===== src/rtl/irqb_pkg.sv =====
// Package: shared constants and the address map of the interrupt bank.
// Assumes a 32-bit register data path and eight word addresses.
package irqb_pkg;
    localparam int DATA_W = 32;
    localparam int ADDR_W = 3;

    // Address map; the command addresses are write-only, the views read-only
    typedef enum logic [ADDR_W-1:0] {
        VIEW_PEND    = 3'd0,
        VIEW_MASK    = 3'd1,
        CMD_PEND_SET = 3'd2,
        CMD_PEND_CLR = 3'd3,
        CMD_MASK_SET = 3'd4,
        CMD_MASK_CLR = 3'd5,
        SLOT_SPARE6  = 3'd6,
        SLOT_SPARE7  = 3'd7
    } irqb_addr_e;
endpackage


===== src/rtl/irqb_cmd_decode.sv =====
// Command decoder: turns one register write into four per-source command masks.
// Assumes one write per cycle; writes to views or spare slots yield no command.
module irqb_cmd_decode
    import irqb_pkg::*;
#(
    parameter int NSRC = 8
) (
    input  logic                wr_en_i,
    input  logic [ADDR_W-1:0]   wr_addr_i,
    input  logic [DATA_W-1:0]   wr_data_i,
    output logic [NSRC-1:0]     pend_set_o,
    output logic [NSRC-1:0]     pend_clr_o,
    output logic [NSRC-1:0]     mask_set_o,
    output logic [NSRC-1:0]     mask_clr_o
);
    logic [NSRC-1:0] data_lo;

    // Keep only the bit positions that map to a source
    always_comb data_lo = wr_data_i[NSRC-1:0];

    // Route the write data to the one command it addresses
    always_comb begin
        pend_set_o = '0;
        pend_clr_o = '0;
        mask_set_o = '0;
        mask_clr_o = '0;
        if (wr_en_i) begin
            case (irqb_addr_e'(wr_addr_i))
                CMD_PEND_SET: pend_set_o = data_lo;
                CMD_PEND_CLR: pend_clr_o = data_lo;
                CMD_MASK_SET: mask_set_o = data_lo;
                CMD_MASK_CLR: mask_clr_o = data_lo;
                default:      ;
            endcase
        end
    end
endmodule


===== src/rtl/irqb_bit_cell.sv =====
// One source: pending flag (set wins over clear) and mask flag (clear wins).
// Assumes evt_i is a synchronous single-cycle pulse.
module irqb_bit_cell (
    input  logic clk,
    input  logic rst_n,
    input  logic evt_i,
    input  logic pend_set_i,
    input  logic pend_clr_i,
    input  logic mask_set_i,
    input  logic mask_clr_i,
    output logic pend_o,
    output logic mask_o
);
    logic pend_q;
    logic mask_q;

    // Pending flag: event or set command beats a clear command
    always_ff @(posedge clk) begin
        if (!rst_n)                      pend_q <= 1'b0;
        else if (evt_i || pend_set_i)    pend_q <= 1'b1;
        else if (pend_clr_i)             pend_q <= 1'b0;
    end

    // Mask flag: clear command beats a set command
    always_ff @(posedge clk) begin
        if (!rst_n)           mask_q <= 1'b0;
        else if (mask_clr_i)  mask_q <= 1'b0;
        else if (mask_set_i)  mask_q <= 1'b1;
    end

    assign pend_o = pend_q;
    assign mask_o = mask_q;

    // an event is never lost, even against a clear
    assert_event_captured_R2: assert property (@(posedge clk) disable iff (!rst_n)
        evt_i |=> pend_q);

    // a clear with no competing set empties the flag
    assert_clear_takes_R4: assert property (@(posedge clk) disable iff (!rst_n)
        (pend_clr_i && !pend_set_i && !evt_i) |=> !pend_q);

    // mask moves only on its own commands
    assert_mask_holds_R5: assert property (@(posedge clk) disable iff (!rst_n)
        (!mask_set_i && !mask_clr_i) |=> $stable(mask_q));

    // first cycle out of reset shows both flags low
    assert_reset_clean_R1: assert property (@(posedge clk) disable iff (!rst_n)
        $past(!rst_n) |-> (!pend_q && !mask_q));
endmodule


===== src/rtl/irqb_rd_mux.sv =====
// Read mux: returns the pending or mask view, zero for every other address.
// Assumes reads are combinational and have no side effects.
module irqb_rd_mux
    import irqb_pkg::*;
#(
    parameter int NSRC = 8
) (
    input  logic [ADDR_W-1:0]   rd_addr_i,
    input  logic [NSRC-1:0]     pend_i,
    input  logic [NSRC-1:0]     mask_i,
    output logic [DATA_W-1:0]   rd_data_o
);
    // Select a view and zero-fill the bits above the source count
    always_comb begin
        rd_data_o = '0;
        case (irqb_addr_e'(rd_addr_i))
            VIEW_PEND: rd_data_o[NSRC-1:0] = pend_i;
            VIEW_MASK: rd_data_o[NSRC-1:0] = mask_i;
            default:   ;
        endcase
    end
endmodule


===== src/rtl/irqb_req_tree.sv =====
// Request reduction: ORs the per-source pending-and-unmasked terms.
// Assumes both input words come straight from registers.
module irqb_req_tree #(
    parameter int NSRC = 8
) (
    input  logic [NSRC-1:0] pend_i,
    input  logic [NSRC-1:0] mask_i,
    output logic            req_o
);
    logic [NSRC-1:0] live;

    // Per-source gating, then a single wide OR
    always_comb begin
        live  = pend_i & mask_i;
        req_o = |live;
    end
endmodule


===== src/rtl/irqb_bank.sv =====
// Top: interrupt capture and mask bank with NSRC sources and one request line.
// Assumes events are synchronous one-cycle pulses and writes are one per cycle.
module irqb_bank
    import irqb_pkg::*;
#(
    parameter int NSRC = 8
) (
    input  logic                clk,
    input  logic                rst_n,
    input  logic [NSRC-1:0]     evt_i,
    input  logic                wr_en_i,
    input  logic [ADDR_W-1:0]   wr_addr_i,
    input  logic [DATA_W-1:0]   wr_data_i,
    input  logic [ADDR_W-1:0]   rd_addr_i,
    output logic [DATA_W-1:0]   rd_data_o,
    output logic                irq_o
);
    localparam int MAX_SRC = DATA_W;

    logic [NSRC-1:0] pend_set;
    logic [NSRC-1:0] pend_clr;
    logic [NSRC-1:0] mask_set;
    logic [NSRC-1:0] mask_clr;
    logic [NSRC-1:0] pend_q;
    logic [NSRC-1:0] mask_q;

    // Parameter range guard at elaboration
    initial begin
        assert_nsrc_range_R10: assert (NSRC >= 1 && NSRC <= MAX_SRC)
            else $error("NSRC out of range");
    end

    irqb_cmd_decode #(.NSRC(NSRC)) u_dec (
        .wr_en_i    (wr_en_i),
        .wr_addr_i  (wr_addr_i),
        .wr_data_i  (wr_data_i),
        .pend_set_o (pend_set),
        .pend_clr_o (pend_clr),
        .mask_set_o (mask_set),
        .mask_clr_o (mask_clr)
    );

    for (genvar g = 0; g < NSRC; g++) begin : g_cell
        irqb_bit_cell u_cell (
            .clk        (clk),
            .rst_n      (rst_n),
            .evt_i      (evt_i[g]),
            .pend_set_i (pend_set[g]),
            .pend_clr_i (pend_clr[g]),
            .mask_set_i (mask_set[g]),
            .mask_clr_i (mask_clr[g]),
            .pend_o     (pend_q[g]),
            .mask_o     (mask_q[g])
        );
    end

    irqb_rd_mux #(.NSRC(NSRC)) u_rd (
        .rd_addr_i (rd_addr_i),
        .pend_i    (pend_q),
        .mask_i    (mask_q),
        .rd_data_o (rd_data_o)
    );

    irqb_req_tree #(.NSRC(NSRC)) u_req (
        .pend_i (pend_q),
        .mask_i (mask_q),
        .req_o  (irq_o)
    );

    // a request implies at least one unmasked source
    assert_irq_needs_mask_R6: assert property (@(posedge clk) disable iff (!rst_n)
        irq_o |-> (mask_q != '0));

    // a request implies at least one pending source
    assert_irq_needs_pend_R6: assert property (@(posedge clk) disable iff (!rst_n)
        irq_o |-> (pend_q != '0));

    // write to a read-only view leaves the mask word unchanged
    assert_view_write_inert_R9: assert property (@(posedge clk) disable iff (!rst_n)
        (wr_en_i && (wr_addr_i == VIEW_PEND || wr_addr_i == VIEW_MASK)) |=> $stable(mask_q));
endmodule


===== config.mk =====
export PLATFORM = sky130hd
export DESIGN_NAME = irqb_bank
export DESIGN_NICKNAME = d
export VERILOG_FILES = /design/src/rtl/irqb_pkg.sv /design/src/rtl/irqb_cmd_decode.sv /design/src/rtl/irqb_bit_cell.sv /design/src/rtl/irqb_rd_mux.sv /design/src/rtl/irqb_req_tree.sv /design/src/rtl/irqb_bank.sv
export SDC_FILE = /design/constraint.sdc
export NUM_CORES = 1
export LEC_CHECK = 0
export ABC_AREA = 0
export BUFFER_PORTS_ARGS = -buffer_cell sky130_fd_sc_hd__buf_2
export CORE_ASPECT_RATIO = 1.2
export CORE_MARGIN = 2
export CORE_UTILIZATION = 46
export CTS_BUF_LIST = sky130_fd_sc_hd__clkbuf_4 sky130_fd_sc_hd__clkbuf_8
export DETAILED_ROUTE_END_ITERATION = 10
export HOLD_SLACK_MARGIN = 0.12
export PLACE_DENSITY = 0.85
export SYNTH_ARGS = -nofsm -noshare
export SYNTH_HDL_FRONTEND = slang
export SYNTH_HIERARCHICAL = 1
export SYNTH_SLANG_ARGS = --single-unit

===== constraint.sdc =====
create_clock -name clk -period 2 [get_ports clk]
set_clock_uncertainty 0.05 [all_clocks]
set_input_delay 0 -clock clk [delete_from_list [all_inputs] [get_ports clk]]
set_output_delay 0 -clock clk [all_outputs]
set_load 0.02 [all_outputs]

# After elaboration in Yosys (flattened, before gate mapping)
# Index checks and enable logic that the tools add are counted.
totals:
  latch_bits: 0
  n_memories: 0
  ram_bits: 0
  register_bits: 16
  elab_cells: 74
  mem_bits_ro: 0
  out_inout_bits: 33
op_classes:
  mul: 0
  magnitude_cmp: 0
  add_sub_neg: 0
  reduce_logical: 26
  mux: 25
  eq_ne: 5
  div: 0
  n_bitwise: 2
  shift: 0
ops:
  columns: ["operator", "n"]
  rows:
  - ["$mux W8", 8]
  - ["$mux W1", 16]
  - ["$pmux W8 S2", 1]
  - ["$reduce_bool A2 Y1", 8]
  - ["$reduce_or A2 Y1", 8]
  - ["$and A8 B8 Y8", 1]
  - ["$logic_or A1 B1 Y1", 8]
  - ["$reduce_or A8 Y1", 1]
  - ["$eq A3 B2 Y1 const B", 2]
  - ["$eq A3 B3 Y1 const B", 2]
  - ["$eq A3 B1 Y1 const B", 1]
  - ["$logic_not A3 Y1", 1]
  - ["$not A1 Y1", 1]

# Depth between registers and ports, before layout
logic_depth:
  ltp_word: 5
  depth_mapped: 4
  depth_no_buf: 4

# Modules after synthesis
# The synthesis kept the hierarchy.
by_module_without_submodules:
  columns: ["mod", "cells_per_inst", "seq_area_each_um2", "area_per_inst_um2", "instances"]
  rows:
  - ["irqb_bit_cell", 6, 40.0, 66.3, 8]
  - ["irqb_rd_mux", 44, 0.0, 319.1, 1]
  - ["irqb_cmd_decode", 43, 0.0, 282.8, 1]
  - ["irqb_req_tree", 5, 0.0, 36.3, 1]

# Worst setup path before layout
# No wires, ideal clock.
synth_path:
  path_kind: "input -> register"
  startpoint: "in wr_addr_i[2]"
  endpoint: "reg g_cell[1].u_cell.pend_q"
  setup_time_ns: 0.120
  cell_stages: 4
  path_buffers: 0
  setup_slack_ns: 1.147
  arrival_time_ns: 0.683
  cell_sequence: "and4b_4 -> and2_1 -> nor2b_1 -> o31a_1"
synth_between:
  word_cells_on_any_way: 9
  cone_classes: "eq/ne (2); mux (5); reduce/logical (2)"
synth_lines:
  columns: ["item", "line_no", "rtl"]
  rows:
  - ["start, declared", "irqb_bank.sv:12", "input logic [ADDR_W-1:0] wr_addr_i,"]
  - ["$eq A3 B2 Y1", "irqb_cmd_decode.sv:28", "case (irqb_addr_e'(wr_addr_i))"]
  - ["$mux W8", "irqb_cmd_decode.sv:28", null]
  - ["$mux W8", "irqb_cmd_decode.sv:27", "if (wr_en_i) begin"]
  - ["named net pend_clr[1]", "irqb_bank.sv:21", "logic [NSRC-1:0] pend_clr;"]
  - ["$reduce_bool A2 Y1 (no source line)", null, null]
  - ["end signal, assigned", "irqb_bit_cell.sv:19", "if (!rst_n) pend_q <= 1'b0;"]
  - ["end signal, assigned", "irqb_bit_cell.sv:20", "else if (evt_i || pend_set_i) pend_q <= 1'b1;"]
  - ["end signal, assigned", "irqb_bit_cell.sv:21", "else if (pend_clr_i) pend_q <= 1'b0;"]
  - ["end, declared", "irqb_bit_cell.sv:14", "logic pend_q;"]
# The timed path passes the listed nets, and every way through them passes these cells.
# A chain may end at the register's enable or synchronous reset.

# Final worst setup path
layout_path:
  startpoint: "in wr_data_i[0]"
  endpoint: "reg g_cell[0].u_cell.mask_q"
layout_between:
  elab_chain_cells: 3
  word_cells_on_any_way: 5
  cone_classes: "mux (4); reduce/logical (1)"
layout_lines:
  columns: ["item", "line_no", "rtl"]
  rows:
  - ["start, declared", "irqb_bank.sv:13", "input logic [DATA_W-1:0] wr_data_i,"]
  - ["$mux W8", "irqb_cmd_decode.sv:28", null]
  - ["$mux W8", "irqb_cmd_decode.sv:27", null]
  - ["named net mask_clr[0]", "irqb_bank.sv:23", "logic [NSRC-1:0] mask_clr;"]
  - ["$reduce_or A2 Y1 (no source line)", null, null]
  - ["end signal, assigned", "irqb_bit_cell.sv:26", "if (!rst_n) mask_q <= 1'b0;"]
  - ["end signal, assigned", "irqb_bit_cell.sv:27", "else if (mask_clr_i) mask_q <= 1'b0;"]
  - ["end signal, assigned", "irqb_bit_cell.sv:28", "else if (mask_set_i) mask_q <= 1'b1;"]
  - ["end, declared", "irqb_bit_cell.sv:15", "logic mask_q;"]
# The timed path passes the listed nets, and every way through them passes these cells.

==> results.py <==
metrics = {
    "run_status": {
        "status": "finished clean",
    },
    "critical_path": {
        "worstPathRequired_ns": 2.17,
        "crit_top_cell": "dlygate4sd3_1",
        "start_kind": "primary input",
        "cp_top_family": "buffers and inverters",
        "critPathBufInv": 4,
        "crit_arrival_ns": 2.06,
        "worst-path-stages": 7,
        "path_cells": "dlygate4sd3_1 > buf_2 > nand3_1 > nor2_1 > dlygate4sd3_1 > nor3b_1 > dlygate4sd3_1",
        "crit_type": "primary input to flip-flop",
        "worstRegToRegCells": 3,
        "end_kind": "flip-flop",
        "crit_path_top_delay_cell": "dlygate4sd3_1",
        "path_max_fanout": 2,
        "cpPeakStageDelay_ns": 0.56,
    },
    "power_and_ir_drop": {
        "finalPower_uw": 720,
        "switching_share_pct": 30.1,
        "pwr_density_cell_nw_per_um2": 442,
        "switchingPower_uw": 217,
        "peakVddDrop_uv": 318,
        "leakagePower_uw": 0.000770,
        "p_comb_share_pct": 28.9,
        "clockPowerShare_pct": 23.2,
        "seqPwrFrac_pct": 48.0,
        "intPower_uw": 503,
    },
    "timing": {
        "min_period_ns": 1.89,
        "rsz0062_at_grt": "no",
        "hold_viol": 0,
        "finalCritPeriodShare_pct": 94.7,
        "fin_tns_setup_ns": 0,
        "slew_viol_final": 0,
        "fmax_mhz": 528,
        "setup_violations": 0,
    },
    "routing": {
        "ant_nets": 0,
        "drc": 0,
        "wl_per_cell_um": 11.9,
        "drt_iter0_drc": 25,
        "drt_wl_total_mm": 2.85,
        "routed_via_density": 4.80,
        "first_pass_iters": 4,
        "vias": 1151,
    },
    "logic_synthesis": {
        "yosys_warnings": 6,
        "synthFlopType": "dfxtp_1",
        "netlist_area_um2": 1170,
        "avgSynthCellArea_um2": 8.35,
        "synth.distinct_cells": 20,
        "synthCells": 140,
        "synthArstFlopShare_pct": 0,
        "ys_seq_elements": 16,
        "synth_edf_count": 0,
        "seq_area_frac_synth_pct": 27.4,
    },
    "place": {
        "port_buffers": 33,
        "gp_congestion": 0.730,
        "dp_hpwl_mm": 1.79,
    },
    "cts": {
        "cts_sinks": 16,
        "clk_pin_slew_ns": 0.09,
        "root_buffer": "clkbuf_4",
        "cts_made_buffers": 3,
        "cts.path.max_buffers": 2,
        "tritoncts": "yes",
        "clock_latency_ns": 0.27,
        "htree_levels": 1,
    },
    "run": {
        "maxCapViolCount": 0,
    },
    "finish": {
        "drive_above_1_share_pct": 19.8,
        "nNetsFinal": 258,
        "syn_to_final_growth_pct": 39.5,
        "num-fill-cells": 206,
        "diodes": 0,
    },
    "floorplan": {
        "die-height_um": 59.2,
        "initial_core_util_pct": 47.2,
        "core_um2": 2480,
        "die_w_um": 50.0,
        "dieArea_um2": 2960,
        "io-pin-count": 82,
        "std_cell_rows": 20,
    },
    "hold_path": {
        "min_path_cells": 4,
        "holdCritPathClass": "primary input to flip-flop",
    },
    "grt": {
        "grt_max_degree": 17,
        "grt-ovfl-total": 0,
        "grt_pass1_vias": 1058,
        "antenna_found_initial": 0,
        "grt_usage_pct": 20.1,
        "grt_pass1_wl_mm": 4.59,
    },
}
flip-flops by register name, indices dropped and copies added (netlist names):
signal / flops
g_cell.u_cell/mask_o: 8
g_cell.u_cell/pend_o: 8
synthesized netlist by cell type (2+ instances only):
| master | count | area share (%) |
|---|---|---|
| and2_1 | 24 | 13 |
| and4bb_4 | 2 | 2.8 |
| buf_4 | 25 | 16 |
| dfxtp_1 | 16 | 27 |
| a22oi_1 | 4 | 2.6 |
| nand2b_1 | 2 | 1.1 |
| nand2_1 | 2 | 0.64 |
| o31a_1 | 8 | 6.0 |
| mux2i_1 | 8 | 6.9 |
| nor3b_1 | 8 | 5.1 |
| nor2_1 | 20 | 6.4 |
| nor3_1 | 4 | 1.7 |
| and4b_4 | 2 | 2.4 |
| nor2b_1 | 8 | 4.3 |
| nand3_1 | 2 | 0.86 |
area by class of cell:
type                       instances  area (µm²)  share of cell area, %
clock buffer                       3        22.5                   1.38
tap                               33        41.3                   2.53
sequential                        16         320                   19.6
multi-input combinational        121         741                   45.4
timing repair buffer              67         505                   31.0
cell families after synthesis:
kind of cell	after synthesis	share of synthesized area [%]
simple gates	77	39.8
buf+inv	26	17.0
flops	16	27.4
compound gates	12	8.57
mux	8	6.85
other cells	1	0.321
per-stage QoR:
stage	setup WS (ns)	hold WS (ns)	utilization [%]	area [µm²]	cells
floorplan	1.15	0.0779	-	1250	163
global placement	0.919	0.169	51.0	1260	203
detailed placement	0.898	0.173	51.0	1260	203
CTS	0.0824	0.509	65.6	1630	240
global route	0.0339	0.187	65.8	1630	240
finish	0.107	0.145	65.8	1630	240
layer usage:
| metal | vias up | track usage, % | wire, µm |
|---|---|---|---|
| li1 | 563 | - | - |
| met1 | 536 | 22.1 | 1150 |
| met2 | 48 | 39.7 | 1530 |
| met3 | 4 | 2.02 | 140 |
| met4 | 0 | 6.35 | 26 |
| met5 | - | 0 | 0 |
layout by cell type, fill, tap and decap left out, drive strengths merged, types with 8 or more instances in the layout:
master	netlist	layout
nor2	20	20
dfxtp	16	16
mux2i	8	8
o31a	8	8
and2	24	24
nor2b	8	8
nor3b	8	8
dlygate4sd3	0	34
buf	26	33
conb	1	24
worst reg2reg max path, stage by stage, from the launching register on:
cell and delay [ns]:
dfxtp_1 0.33, nor2b_1 0.13, o31a_1 0.24, dlygate4sd3_1 0.55
what timing repair did:
| item | 4_1_cts | 5_1_grt |
|---|---|---|
| endpoints found under the setup margin | 0 | 1 |
| resized for setup | 0 | 1 |
| setup buffers | 0 | 0 |
| hold endpoints to repair | 16 | 1 |
| hold buffers | 34 | 1 |
worst paths after layout:
check / slack, ns / end / startpoint
max: 0.11 / g_cell[0].u_cell/mask_o / wr_data_i[0]
min: 0.15 / g_cell[6].u_cell/mask_o / wr_addr_i[1]
max reg2reg: 0.60 / g_cell[0].u_cell/pend_o / g_cell[0].u_cell/pend_o
min reg2reg: 0.53 / g_cell[6].u_cell/mask_o / g_cell[6].u_cell/mask_o
power groups by stage:
stage	sequential [µW]	combinational (µW)	clock (µW)
after global routing	348	225	187
after detailed placement	353	156	0
after floorplan	349	145	0
after global placement	352	155	0
final	345	208	167
after CTS	345	202	170
No activity file was read; power rests on OpenSTA's default activity.
